--- src/rtl/codec_pwr_pkg.sv ---
package codec_pwr_pkg;
  localparam int unsigned REG_W     = 8;
  localparam int unsigned BIT_VREF  = 0;
  localparam int unsigned BIT_FILT  = 1;
  localparam int unsigned BIT_ADC_L = 4;
  localparam int unsigned BIT_ADC_R = 5;
  localparam int unsigned N_CH      = 2;
  // Bits that can hold a 1; the rest read as zero.
  localparam logic [REG_W-1:0] WR_MASK = 8'h33;
  // Enables that depend on the reference being on.
  localparam logic [REG_W-1:0] DEP_MASK = 8'h32;

  function automatic int unsigned ch_bit(int unsigned ch);
    return (ch == 0) ? BIT_ADC_L : BIT_ADC_R;
  endfunction
endpackage

--- src/rtl/cpc_pdn_sync.sv ---
module cpc_pdn_sync #(
  parameter int unsigned STAGES = 2
) (
  input  logic clk,
  input  logic rst_n,
  input  logic pdn_n,
  output logic pdn_s
);
  logic [STAGES-1:0] chain;

  always_ff @(posedge clk or negedge rst_n) begin
    if (!rst_n) chain <= '0;
    else        chain <= {chain[STAGES-2:0], pdn_n};
  end

  assign pdn_s = chain[STAGES-1];
endmodule

--- src/rtl/cpc_ctrl_reg.sv ---
module cpc_ctrl_reg
  import codec_pwr_pkg::*;
#(
  parameter int unsigned ADDR_W   = 4,
  parameter int unsigned REG_ADDR = 0
) (
  input  logic              clk,
  input  logic              rst_n,
  input  logic              pdn_s,
  input  logic              wr_en,
  input  logic [ADDR_W-1:0] addr,
  input  logic [REG_W-1:0]  wdata,
  output logic [REG_W-1:0]  reg_q,
  output logic [N_CH-1:0]   adc_en_nxt,
  output logic              err_q
);
  localparam logic [ADDR_W-1:0] HIT_ADDR = ADDR_W'(REG_ADDR);

  logic [REG_W-1:0] reg_nxt;
  logic [REG_W-1:0] cand;
  logic             fix;
  logic             err_nxt;

  always_comb begin
    reg_nxt = reg_q;
    cand    = wdata & WR_MASK;
    fix     = 1'b0;
    if (!pdn_s) begin
      reg_nxt = '0;
    end else if (wr_en && addr == HIT_ADDR) begin
      if (|(cand & DEP_MASK) && !cand[BIT_VREF]) begin
        cand[BIT_VREF] = 1'b1;
        fix            = 1'b1;
      end
      reg_nxt = cand;
    end
    err_nxt = pdn_s && (err_q || fix);
  end

  for (genvar c = 0; c < N_CH; c++) begin : g_nxt
    assign adc_en_nxt[c] = reg_nxt[ch_bit(c)];
  end

  always_ff @(posedge clk or negedge rst_n) begin
    if (!rst_n) begin
      reg_q <= '0;
      err_q <= 1'b0;
    end else begin
      reg_q <= reg_nxt;
      err_q <= err_nxt;
    end
  end
endmodule

--- src/rtl/cpc_init_timer.sv ---
module cpc_init_timer #(
  parameter int unsigned INIT_TICKS = 1059,
  localparam int unsigned CNT_W = $clog2(INIT_TICKS + 1)
) (
  input  logic clk,
  input  logic rst_n,
  input  logic en_cur,
  input  logic en_nxt,
  input  logic tick,
  output logic valid
);
  localparam logic [CNT_W-1:0] LAST = CNT_W'(INIT_TICKS - 1);

  logic             run;
  logic [CNT_W-1:0] cnt;

  always_ff @(posedge clk or negedge rst_n) begin
    if (!rst_n) begin
      run   <= 1'b0;
      cnt   <= '0;
      valid <= 1'b0;
    end else if (!en_nxt) begin
      run   <= 1'b0;
      cnt   <= '0;
      valid <= 1'b0;
    end else if (!en_cur) begin
      run   <= 1'b1;
      cnt   <= '0;
      valid <= 1'b0;
    end else if (run && tick) begin
      if (cnt == LAST) begin
        run   <= 1'b0;
        cnt   <= '0;
        valid <= 1'b1;
      end else begin
        cnt <= cnt + 1'b1;
      end
    end
  end
endmodule

--- src/rtl/codec_pwr_ctrl.sv ---
module codec_pwr_ctrl
  import codec_pwr_pkg::*;
#(
  parameter int unsigned ADDR_W     = 4,
  parameter int unsigned REG_ADDR   = 0,
  parameter int unsigned INIT_TICKS = 1059
) (
  input  logic              clk,
  input  logic              rst_n,
  input  logic              pdn_n,
  input  logic              fs_tick,
  input  logic              wr_en,
  input  logic [ADDR_W-1:0] addr,
  input  logic [7:0]        wdata,
  output logic [7:0]        rdata,
  output logic              pwr_vref,
  output logic              pwr_filt,
  output logic              pwr_adc_l,
  output logic              pwr_adc_r,
  output logic              adc_valid_l,
  output logic              adc_valid_r,
  output logic              cfg_err
);
  localparam logic [ADDR_W-1:0] HIT_ADDR = ADDR_W'(REG_ADDR);

  logic             pdn_s;
  logic [REG_W-1:0] reg_q;
  logic [N_CH-1:0]  adc_en_nxt;
  logic [N_CH-1:0]  valid;

  cpc_pdn_sync #(.STAGES(2)) u_sync (
    .clk   (clk),
    .rst_n (rst_n),
    .pdn_n (pdn_n),
    .pdn_s (pdn_s)
  );

  cpc_ctrl_reg #(.ADDR_W(ADDR_W), .REG_ADDR(REG_ADDR)) u_reg (
    .clk        (clk),
    .rst_n      (rst_n),
    .pdn_s      (pdn_s),
    .wr_en      (wr_en),
    .addr       (addr),
    .wdata      (wdata),
    .reg_q      (reg_q),
    .adc_en_nxt (adc_en_nxt),
    .err_q      (cfg_err)
  );

  for (genvar c = 0; c < N_CH; c++) begin : g_ch
    cpc_init_timer #(.INIT_TICKS(INIT_TICKS)) u_tmr (
      .clk    (clk),
      .rst_n  (rst_n),
      .en_cur (reg_q[ch_bit(c)]),
      .en_nxt (adc_en_nxt[c]),
      .tick   (fs_tick),
      .valid  (valid[c])
    );
  end

  assign rdata       = (addr == HIT_ADDR) ? reg_q : '0;
  assign pwr_vref    = reg_q[BIT_VREF];
  assign pwr_filt    = reg_q[BIT_FILT];
  assign pwr_adc_l   = reg_q[BIT_ADC_L];
  assign pwr_adc_r   = reg_q[BIT_ADC_R];
  assign adc_valid_l = valid[0];
  assign adc_valid_r = valid[1];
endmodule

--- config.mk ---
export PLATFORM = sky130hd
export DESIGN_NAME = codec_pwr_ctrl
export DESIGN_NICKNAME = d
export VERILOG_FILES = /design/src/rtl/codec_pwr_pkg.sv /design/src/rtl/cpc_pdn_sync.sv /design/src/rtl/cpc_ctrl_reg.sv /design/src/rtl/cpc_init_timer.sv /design/src/rtl/codec_pwr_ctrl.sv
export SDC_FILE = /design/constraint.sdc
export NUM_CORES = 1
export LEC_CHECK = 0
export BUFFER_PORTS_ARGS = -buffer_cell sky130_fd_sc_hd__buf_2
export CELL_PAD_IN_SITES_DETAIL_PLACEMENT = 1
export CELL_PAD_IN_SITES_GLOBAL_PLACEMENT = 1
export CORE_MARGIN = 5
export CORE_UTILIZATION = 47
export CTS_BUF_LIST = sky130_fd_sc_hd__clkbuf_8
export DETAILED_ROUTE_END_ITERATION = 8
export GPL_ROUTABILITY_DRIVEN = 1
export MAX_ROUTING_LAYER = met4
export PLACE_DENSITY_LB_ADDON = 0.15
export SLEW_MARGIN = 20
export SYNTH_ARGS = -nofsm -noshare
export SYNTH_HDL_FRONTEND = slang
export SYNTH_SLANG_ARGS = --single-unit
--- constraint.sdc ---
create_clock -name clk -period 2.5 [get_ports clk]
set_clock_uncertainty 0.15 [all_clocks]
set_input_delay 0.5 -clock clk [delete_from_list [all_inputs] [get_ports clk]]
set_output_delay 0.5 -clock clk [all_outputs]
set_load 0.05 [all_outputs]
==> reports/metrics.csv, run 1 <==
stage,metric,value,unit
status,status,completed,
logic_synthesis,synth_area_leader_cell,dfrtp_1,
floorplan,die-area,0.005234,mm^2
power_and_ir_drop,p_per_area,481.5,mW/mm^2
floorplan,io_pins,32,
worst_setup_path,worst_path_largest_cell_delay,0.44,ns
placed_design,dpl.hpwl,3405,um
detailed_routing,ant_nets,0,
clock_tree,htree_levels,2,
worst_setup_path,cp_cell_sequence,"buf_2, nor4_4, and2_1, buf_2",
worst_setup_path,cpMaxStageDelayCell,nor4_4,
final_layout,drive_above_1_share,19.44,%
sta,layout_worst_path_cycle_share,86.50,%
logic_synthesis,syn_avg_cell_area,9.717,um^2
placed_design,placed_cell_area,0.001966,mm^2
global_routing,grt_usage,20.55,%
detailed_routing,via_count,1606,
detailed_routing,wl_per_cell,18.09,um
worst_setup_path,cp.required,1.85,ns
placed_design,portBuffers,23,
clock_tree,clkSinkCount,33,
sta,fmax,0.4624,GHz
power_and_ir_drop,vdd.ir_drop.worst,238.1,uV
global_routing,grt_pass1_wl,8217,um
logic_synthesis,synthDistinctLibCells,47,
global_routing,antenna_found_initial,0,
floorplan,die_h,72.35,um
floorplan,initial_utilization,49.16,%
sta,rsz0062_at_grt,no,
detailed_routing,drtIter0Drc,83,
global_routing,grt_start_max_net_pins,34,
final_layout,final_area,0.002046,mm^2
logic_synthesis,yosysSeqAreaShare,45.21,%
sta,fin_ws,0.3375,ns
clock_tree,cts_resized,0,
detailed_routing,wl_met2,2277,um
final_layout,antennaDiodeCount,0,
job,cap_viol_max_count,0,
logic_synthesis,yosysWarnings,0,
power_and_ir_drop,power.total,0.9851,mW
sta,min_period,2.162,ns
clock_tree,cts_tree,built,
floorplan,die_x,72.35,um
logic_synthesis,ys_seq_elements,33,
logic_synthesis,netlist_area,0.001827,mm^2
worst_setup_path,cp_max_fo,7,
sta,report.final.slew_viol_count,0,
worst_setup_path,cp-end-kind,output port,
power_and_ir_drop,total_leakage_power,0.8389,nW
detailed_routing,routed_wl,4777,um
clock_tree,root_buffer,clkbuf_8,
logic_synthesis,yosysTopAreaCellShare,45.21,%
placed_design,gp_congestion,0.8724,
final_layout,syn2layout_area_growth,11.99,%
logic_synthesis,synth-edff-count,0,
sta,setup_violations,0,
logic_synthesis,synth_area_leaders,"dfrtp_1 45%, nand2_1 5.1%, o211ai_1 4.1%",
worst_setup_path,timing_worst_setup_path_type,in -> out,
clock_tree,numCtsBuffers,5,
detailed_routing,dr.pass1.iters,4,
final_layout,nets,236,
clock_tree,clk_transition_reported_paths,0.07,ns
clock_tree,cts-hold-fix-buffers,0,
clock_tree,cts_buffer_depth,2,
logic_synthesis,synth.most_common_cell,dfrtp_1,
worst_setup_path,cp.buffers_inverters,2,
sta,relSlewSlack,47.14,%
global_routing,grt.overflow.total,0,
global_routing,grt_pass1_vias,1631,
placed_design,pre_cts_ws,0.2686,ns
worst_setup_path,worstPathArrival,1.51,ns
worst_hold_path,hp-class,in -> async,
detailed_routing,met3_length,238,um
logic_synthesis,async_flop_share,100.0,%
sta,final_hold_viol_count,0,
worst_setup_path,critPathTopFamily,simple AND/OR/NAND/NOR gates,
clock_tree,cts_setup_buffers,0,
sta,max_slew.worst_pin.slew,0.7882,ns
sta,tns,0,ns
detailed_routing,drc,0,
clock_tree,clock_latency,0.29,ns
worst_setup_path,cp_common_cell,buf_2,
worst_setup_path,cp-start-kind,primary input,
logic_synthesis,synthCells,188,
logic_synthesis,ys.flop_type,dfrtp_1,
sta,hold_ws,0.1230,ns
detailed_routing,vias_per_cell,6.083,
floorplan,rows,22,
detailed_routing,drt-met1-wl,2199,um
logic_synthesis,netlist_top_cells_count,"33 x dfrtp_1, 25 x nand2_1, 11 x nand3_1",
floorplan,core,0.003716,mm^2
detailed_routing,highest_layer,met4,
## final timing paths
kind	start	end	slack (ns)	cells after the start
setup / recovery	addr[1]	rdata[0]	0.34	4
hold / removal	rst_n	g_ch[1].u_tmr.cnt[6]	0.12	1
setup reg to reg	g_ch[1].u_tmr.cnt[0]	g_ch[1].u_tmr.cnt[3]	0.52	6
hold reg to reg	u_sync.chain[0]	u_sync.chain[1]	0.20	0
max in group asynchronous	rst_n	u_sync.chain[1]	1.59	1
min in group clk	pdn_n	u_sync.chain[0]	0.16	1
## layout make-up
type | instances | area (um^2)
sequential | 33 | 825.8
multi-input combinational | 142 | 919.6
timing repair buffer | 25 | 130.1
clock inverter | 3 | 11.26
clock buffer | 5 | 68.82
tap | 48 | 60.06
fill | 456 | 1670
inverter | 8 | 30.03
## layout by cell type, fill, tap and decap left out, types with 3 or more instances in the layout
cell type	Yosys	layout
dfrtp_1	33	33
nand2_1	25	25
buf_2	2	23
inv_1	8	11
nand3_1	11	11
o211ai_1	10	10
o31ai_1	8	8
a21oi_1	6	6
and2_1	6	6
o21ai_0	6	6
nor3_1	5	5
a31oi_1	5	5
clkbuf_8	0	5
nand4_1	4	4
ha_1	4	4
conb_1	1	4
o21a_1	3	3
nand4b_1	3	3
nor4_1	3	3
o22ai_1	3	3
## per-stage QoR
stage | std cells | util [%]
after detailed placement | 256 | 52.90
final | 264 | 55.05
after CTS | 264 | 55.05
after global placement | 256 | 52.90
after global routing | 264 | 55.05
after floorplan | 191 | -
## flip-flops by register name, summed over array words and instances, names as in the netlist
name / count
u_reg.reg_q: 4
g_ch.u_tmr.valid: 2
u_reg.err_q: 1
g_ch.u_tmr.run: 2
g_ch.u_tmr.cnt: 22
u_sync.chain: 2
## logic make-up (layout without fill, tap and decap cells)
| group | Yosys count | count (layout) | share of synthesized area (%) |
|---|---|---|---|
| AO/OA/AOI/OAI | 56 | 56 | 21.58 |
| AND/OR/NAND/NOR | 77 | 77 | 24.73 |
| other | 1 | 4 | 0.2053 |
| flip-flops | 33 | 33 | 45.21 |
| XOR/XNOR | 1 | 1 | 0.4795 |
| buffers and inverters | 16 | 41 | 5.069 |
| adder cells (fa/ha/maj) | 4 | 4 | 2.740 |
## power breakdown
part	switching, mW	total, mW	internal, mW	leakage, nW
clock network	0.202	0.388	0.185	0.0519
registers	0.00293	0.540	0.537	0.456
logic	0.0449	0.0579	0.0130	0.331
total	0.250	0.985	0.735	0.839
## metal layers
metal,track usage [%],up-vias
li1,-,756
met1,27.35,803
met2,30.94,40
met3,4.986,7
met4,6.263,0
met5,-,-
## worst reg2reg max path: stages (launching register included)
cell	delay (ns)
dfrtp_1	0.41
inv_1	0.10
ha_1	0.15
nor4b_1	0.25
nand4b_1	0.39
nand3_2	0.29
o31ai_1	0.11
(Power assumes the default switching activity.)
==> run 2, diff against run 1 <==
Settings changed: BUFFER_PORTS_ARGS -buffer_cell sky130_fd_sc_hd__buf_2 to not set, CORE_UTILIZATION 47 to 54, DONT_BUFFER_PORTS set to 1, GPL_TIMING_DRIVEN set to 1, TNS_END_PERCENT set to 1.
==> run 2 against run 1 <==
Compared with the run above: power shrank 1.4%; global-route usage grew 3.3 points; utilization grew 5.8 points; final cell count shrank 6.1%; combinational power shrank 16%; clock power shrank 1%; count of clock-buffer cells in the layout is the same; flip-flop and latch count is the same; largest cell class unchanged.
==> reports/metrics.csv, run 2 (synthesis gave the netlist of run 1 again) <==
stage,metric,value,unit
sta,hold_ws,0.08881,ns
final_layout,largest_reg_flops,22,
sta,final_hold_viol_count,0,
floorplan,initial_utilization,55.18,%
detailed_routing,vias_per_cell,6.238,
worst_setup_path,cp-start-kind,flop,
detailed_routing,dr.pass1.iters,4,
sta,setup_violations,0,
worst_hold_path,hp-start,pdn_n,
final_layout,syn2layout_area_growth,10.21,%
sta,max_slew.worst_pin.slew,0.7293,ns
worst_setup_path,crit_path_end,g_ch[0].u_tmr.cnt[5],
placed_design,dpl.hpwl,3445,um
final_layout,most-common-layout-cells,"33 x dfrtp_1, 25 x nand2_1, 11 x nand3_1",
floorplan,die-area,0.004646,mm^2
floorplan,die_x,68.16,um
job,cap_viol_max_count,0,
floorplan,die_h,68.16,um
final_layout,top_register,g_ch.u_tmr.cnt,
worst_setup_path,rr_endpoint,g_ch[0].u_tmr.cnt[5],
detailed_routing,drc,0,
power_and_ir_drop,total_leakage_power,0.7792,nW
detailed_routing,ant_nets,0,
clock_tree,numCtsBuffers,5,
worst_setup_path,cp.required,2.53,ns
clock_tree,cts_setup_buffers,0,
sta,rsz0062_at_grt,no,
worst_setup_path,reg2reg_depth,4,
worst_setup_path,cp_max_fo,16,
floorplan,io_pins,32,
clock_tree,cts_tree,built,
clock_tree,htree_levels,2,
final_layout,reg_top3,"g_ch.u_tmr.cnt: 22 flops, u_reg.reg_q: 4 flops",
clock_tree,cts_resized,0,
global_routing,grt_pass1_wl,7935,um
detailed_routing,routed_wl,4674,um
clock_tree,root_buffer,clkbuf_8,
final_layout,fillers,397,
final_layout,antennaDiodeCount,0,
power_and_ir_drop,p_per_area,482.6,mW/mm^2
clock_tree,clk_transition_reported_paths,0.07,ns
sta,tns,0,ns
global_routing,antenna_found_initial,0,
detailed_routing,drtIter0Drc,118,
worst_setup_path,setup.worst_path.start,u_sync.chain[1],
final_layout,nets,222,
clock_tree,clock_latency,0.29,ns
clock_tree,cts-hold-fix-buffers,2,
worst_setup_path,r2r_slack,0.42,ns
global_routing,grt.overflow.total,0,
placed_design,gp_congestion,0.8775,
worst_setup_path,timing_worst_setup_path_type,reg -> reg,
sta,report.final.slew_viol_count,0,
worst_setup_path,r2r-start,u_sync.chain[1],
sta,fmax,0.4799,GHz
detailed_routing,via_count,1547,
global_routing,grt_start_max_net_pins,34,
floorplan,rows,21,
global_routing,grt_usage,23.88,%
status,status,completed,
global_routing,grt_pass1_vias,1685,
final_layout,drive_above_1_share,14.36,%
clock_tree,clkSinkCount,33,
final_layout,final_common_cell,dfrtp_1,
clock_tree,cts_buffer_depth,2,
detailed_routing,wl_per_cell,18.85,um
floorplan,core,0.003311,mm^2
sta,min_period,2.084,ns
worst_setup_path,worstPathArrival,2.12,ns
worst_hold_path,hp-class,in -> reg,
sta,layout_worst_path_cycle_share,83.36,%
placed_design,portBuffers,0,
sta,relSlewSlack,51.38,%
power_and_ir_drop,vdd.ir_drop.worst,324.7,uV
worst_setup_path,cp-end-kind,flop,
[run 2: through the flow]
stage	area (um^2)	power [mW]	setup WS, ns	util (%)	std cells
floorplan	1838	0.5840	0.4594	-	191
global placement	1901	0.5823	0.4192	57.41	238
detailed placement	1901	0.5832	0.3285	57.41	238
CTS	2013	0.9818	0.4374	60.81	248
global route	2013	1.011	0.1708	60.81	248
finish	2013	0.9715	0.4161	60.81	248
[run 2: worst min path at each step]
stage | end | slack [ns] | cells after the start
final | u_sync.chain[0] | 0.09 | 0
after global routing | u_sync.chain[0] | 0.07 | 0
after CTS | u_sync.chain[0] | 0.08 | 0
after detailed placement | g_ch[1].u_tmr.cnt[6] | 0.06 | 0
after global placement | g_ch[1].u_tmr.cnt[6] | 0.06 | 0
after floorplan | g_ch[0].u_tmr.cnt[0] | 0.05 | 0
[run 2: layer usage]
layer | routed length (um) | GRT usage, % | vias to the layer above
li1 | - | - | 728
met1 | 2002 | 28.04 | 770
met2 | 2355 | 39.83 | 43
met3 | 257 | 5.747 | 6
met4 | 58 | 8.437 | 0
met5 | 0 | - | -
[run 2: final cells by class]
class	instances	area, um^2	share of cell area, %
inverter	8	30.03	1.492
multi-input combinational	142	919.6	45.68
timing repair buffer	11	97.59	4.848
clock buffer	5	68.82	3.418
sequential	33	825.8	41.02
clock inverter	3	13.76	0.6837
tap	46	57.56	2.859
[run 2: report_power, final]
group / internal, mW / total [mW] / switching, mW
combinational: 0.0110 / 0.0484 / 0.0374
clock: 0.189 / 0.384 / 0.195
sequential: 0.537 / 0.540 / 0.00276
total: 0.736 / 0.971 / 0.235
[run 2: worst max-delay path: stages, from the launching register on]
cell	delay, ns
dfrtp_1	0.43
nand2_1	0.11
a21oi_2	0.56
nand3_2	0.36
o311ai_1	0.36
==> run 3, diff against run 2 <==
Settings changed: CORE_UTILIZATION 54 to 45.
Clock period 2.5 ns to 1.75 ns, I/O delays scaled along.
==> run 3 against run 2 <==
Compared with the run above: first-iteration DRC count up 3.4%; via count grew 10%; flip-flop and latch count did not move; clock power up 49%; wire length rose by 11%; fmax rose by 20%; register-to-register slack worse by 0.40 ns; cell area is 17% higher; final cell count grew 10%; non-clock buffer count grew 21; sequential power increased by 43%; critical path type unchanged; critical endpoint is now g_ch[1].u_tmr.cnt[10].
==> reports/metrics.csv, run 3 (synthesis gave the netlist of run 1 again) <==
stage,metric,value,unit
worst_setup_path,timing_worst_setup_path_type,reg -> reg,
worst_setup_path,cp_max_fo,6,
clock_tree,numCtsBuffers,5,
detailed_routing,drc,0,
clock_tree,clk_transition_reported_paths,0.08,ns
final_layout,largest_reg_flops,22,
floorplan,die_h,73.72,um
floorplan,io_pins,32,
detailed_routing,drtIter0Drc,122,
sta,rsz0062_at_grt,yes,
sta,fmax,0.5756,GHz
floorplan,initial_utilization,46.00,%
global_routing,grt_usage,22.20,%
final_layout,final_util,59.07,%
placed_design,portBuffers,0,
worst_hold_path,hp-class,in -> reg,
global_routing,grt_pass1_vias,1884,
global_routing,grt.overflow.total,0,
final_layout,drive_above_1_share,28.25,%
worst_setup_path,r2r_slack,0.01,ns
detailed_routing,wl_per_cell,19.04,um
detailed_routing,vias_per_cell,6.249,
detailed_routing,routed_wl,5197,um
clock_tree,clkSinkCount,33,
placed_design,dpl.hpwl,3695,um
floorplan,die_x,73.72,um
global_routing,grt_pass1_wl,9011,um
sta,final_hold_viol_count,0,
floorplan,rows,23,
sta,layout_worst_path_cycle_share,99.27,%
sta,min_period,1.737,ns
detailed_routing,ant_nets,0,
detailed_routing,via_count,1706,
sta,setup_violations,0,
final_layout,nets,243,
final_layout,top_register,g_ch.u_tmr.cnt,
clock_tree,htree_levels,2,
power_and_ir_drop,vdd.ir_drop.worst,442.1,uV
worst_setup_path,cp-end-kind,flop,
power_and_ir_drop,total_leakage_power,0.9234,nW
final_layout,most-common-layout-cells,"31 x dfrtp_1, 25 x nand2_1, 21 x buf_4",
power_and_ir_drop,p_per_area,604.5,mW/mm^2
power_and_ir_drop,power.total,1.418,mW
sta,report.final.slew_viol_count,0,
worst_setup_path,cp.required,1.76,ns
final_layout,reg_top3,"g_ch.u_tmr.cnt: 22 flops, u_reg.reg_q: 4 flops",
global_routing,grt_start_max_net_pins,34,
placed_design,gp_congestion,0.8990,
status,status,completed,
final_layout,antennaDiodeCount,0,
floorplan,core,0.003971,mm^2
final_layout,final_common_cell,dfrtp_1,
clock_tree,clock_latency,0.29,ns
clock_tree,root_buffer,clkbuf_8,
detailed_routing,dr.pass1.iters,4,
worst_setup_path,worstPathArrival,1.75,ns
floorplan,die-area,0.005434,mm^2
clock_tree,cts_tree,built,
worst_setup_path,cp-start-kind,flop,
clock_tree,cts_buffer_depth,2,
final_layout,syn2layout_area_growth,28.42,%
global_routing,antenna_found_initial,0,
job,cap_viol_max_count,0,
run 3: layout make-up:
class	instances	area [um^2]
repair buffers	32	331.6
clock inverters	3	15.01
flip-flops and latches	33	828.3
clock buffers	5	68.82
fillers	432	1625
well taps	50	62.56
inverters	8	30.03
multi-input cells	142	1010
run 3: through the flow:
stage	TNS, ns	area [um^2]	hold WS [ns]	setup WS, ns	std cells
finish	0	2346	0.04104	0.01270	273
global route	-0.1924	2346	0.03238	-0.06110	273
floorplan	0	1838	-0.09559	0.009361	191
global placement	0	2096	-0.09464	0.02041	259
detailed placement	-0.6067	2096	-0.09446	-0.07719	259
CTS	-0.01946	2251	0.03693	-0.01064	272
run 3: path summary, 6_finish.rpt:
kind                                 startpoint                    end  depth (start not counted)
min reg2reg                     u_sync.chain[0]        u_sync.chain[1]                          0
min                                    wdata[5]         u_reg.reg_q[5]                          2
min in group asynchronous                 rst_n   g_ch[1].u_tmr.cnt[4]                          2
max in group asynchronous                 rst_n   g_ch[1].u_tmr.cnt[2]                          2
max                        g_ch[1].u_tmr.cnt[0]  g_ch[1].u_tmr.cnt[10]                          6
max reg2reg                g_ch[1].u_tmr.cnt[0]  g_ch[1].u_tmr.cnt[10]                          6
run 3: metal layers:
layer  up-vias  GRT usage (%)  share of wire [%]
li1        778              -                  -
met2        48          35.33                 51
met1       871          27.23                 44
met4         0          7.646                1.5
met3         9          5.746                4.4
met5         -              -                  0
run 3: what timing repair did:
action | in CTS | in global routing
endpoints found under the setup margin | 18 | 25
buffers inserted | 2 | 1
gates resized for setup | 3 | 19
pin swaps | 1 | 3
hold buffers | 3 | 0
hold endpoints to repair | 34 | 0
gates cloned | 0 | 0
run 3: critical path, cell delays in order (launching register included):
cell	delay (ns)
dfrtp_1	0.37
buf_4	0.14
ha_2	0.20
nand3_4	0.10
or2_2	0.32
o21ai_0	0.21
a31oi_1	0.12
run 3: where the power goes:
part           internal [mW]  total (mW)  switching (mW)
combinational         0.0193      0.0743          0.0551
clock                  0.270       0.572           0.302
sequential             0.766       0.771         0.00510
total                   1.06        1.42           0.363
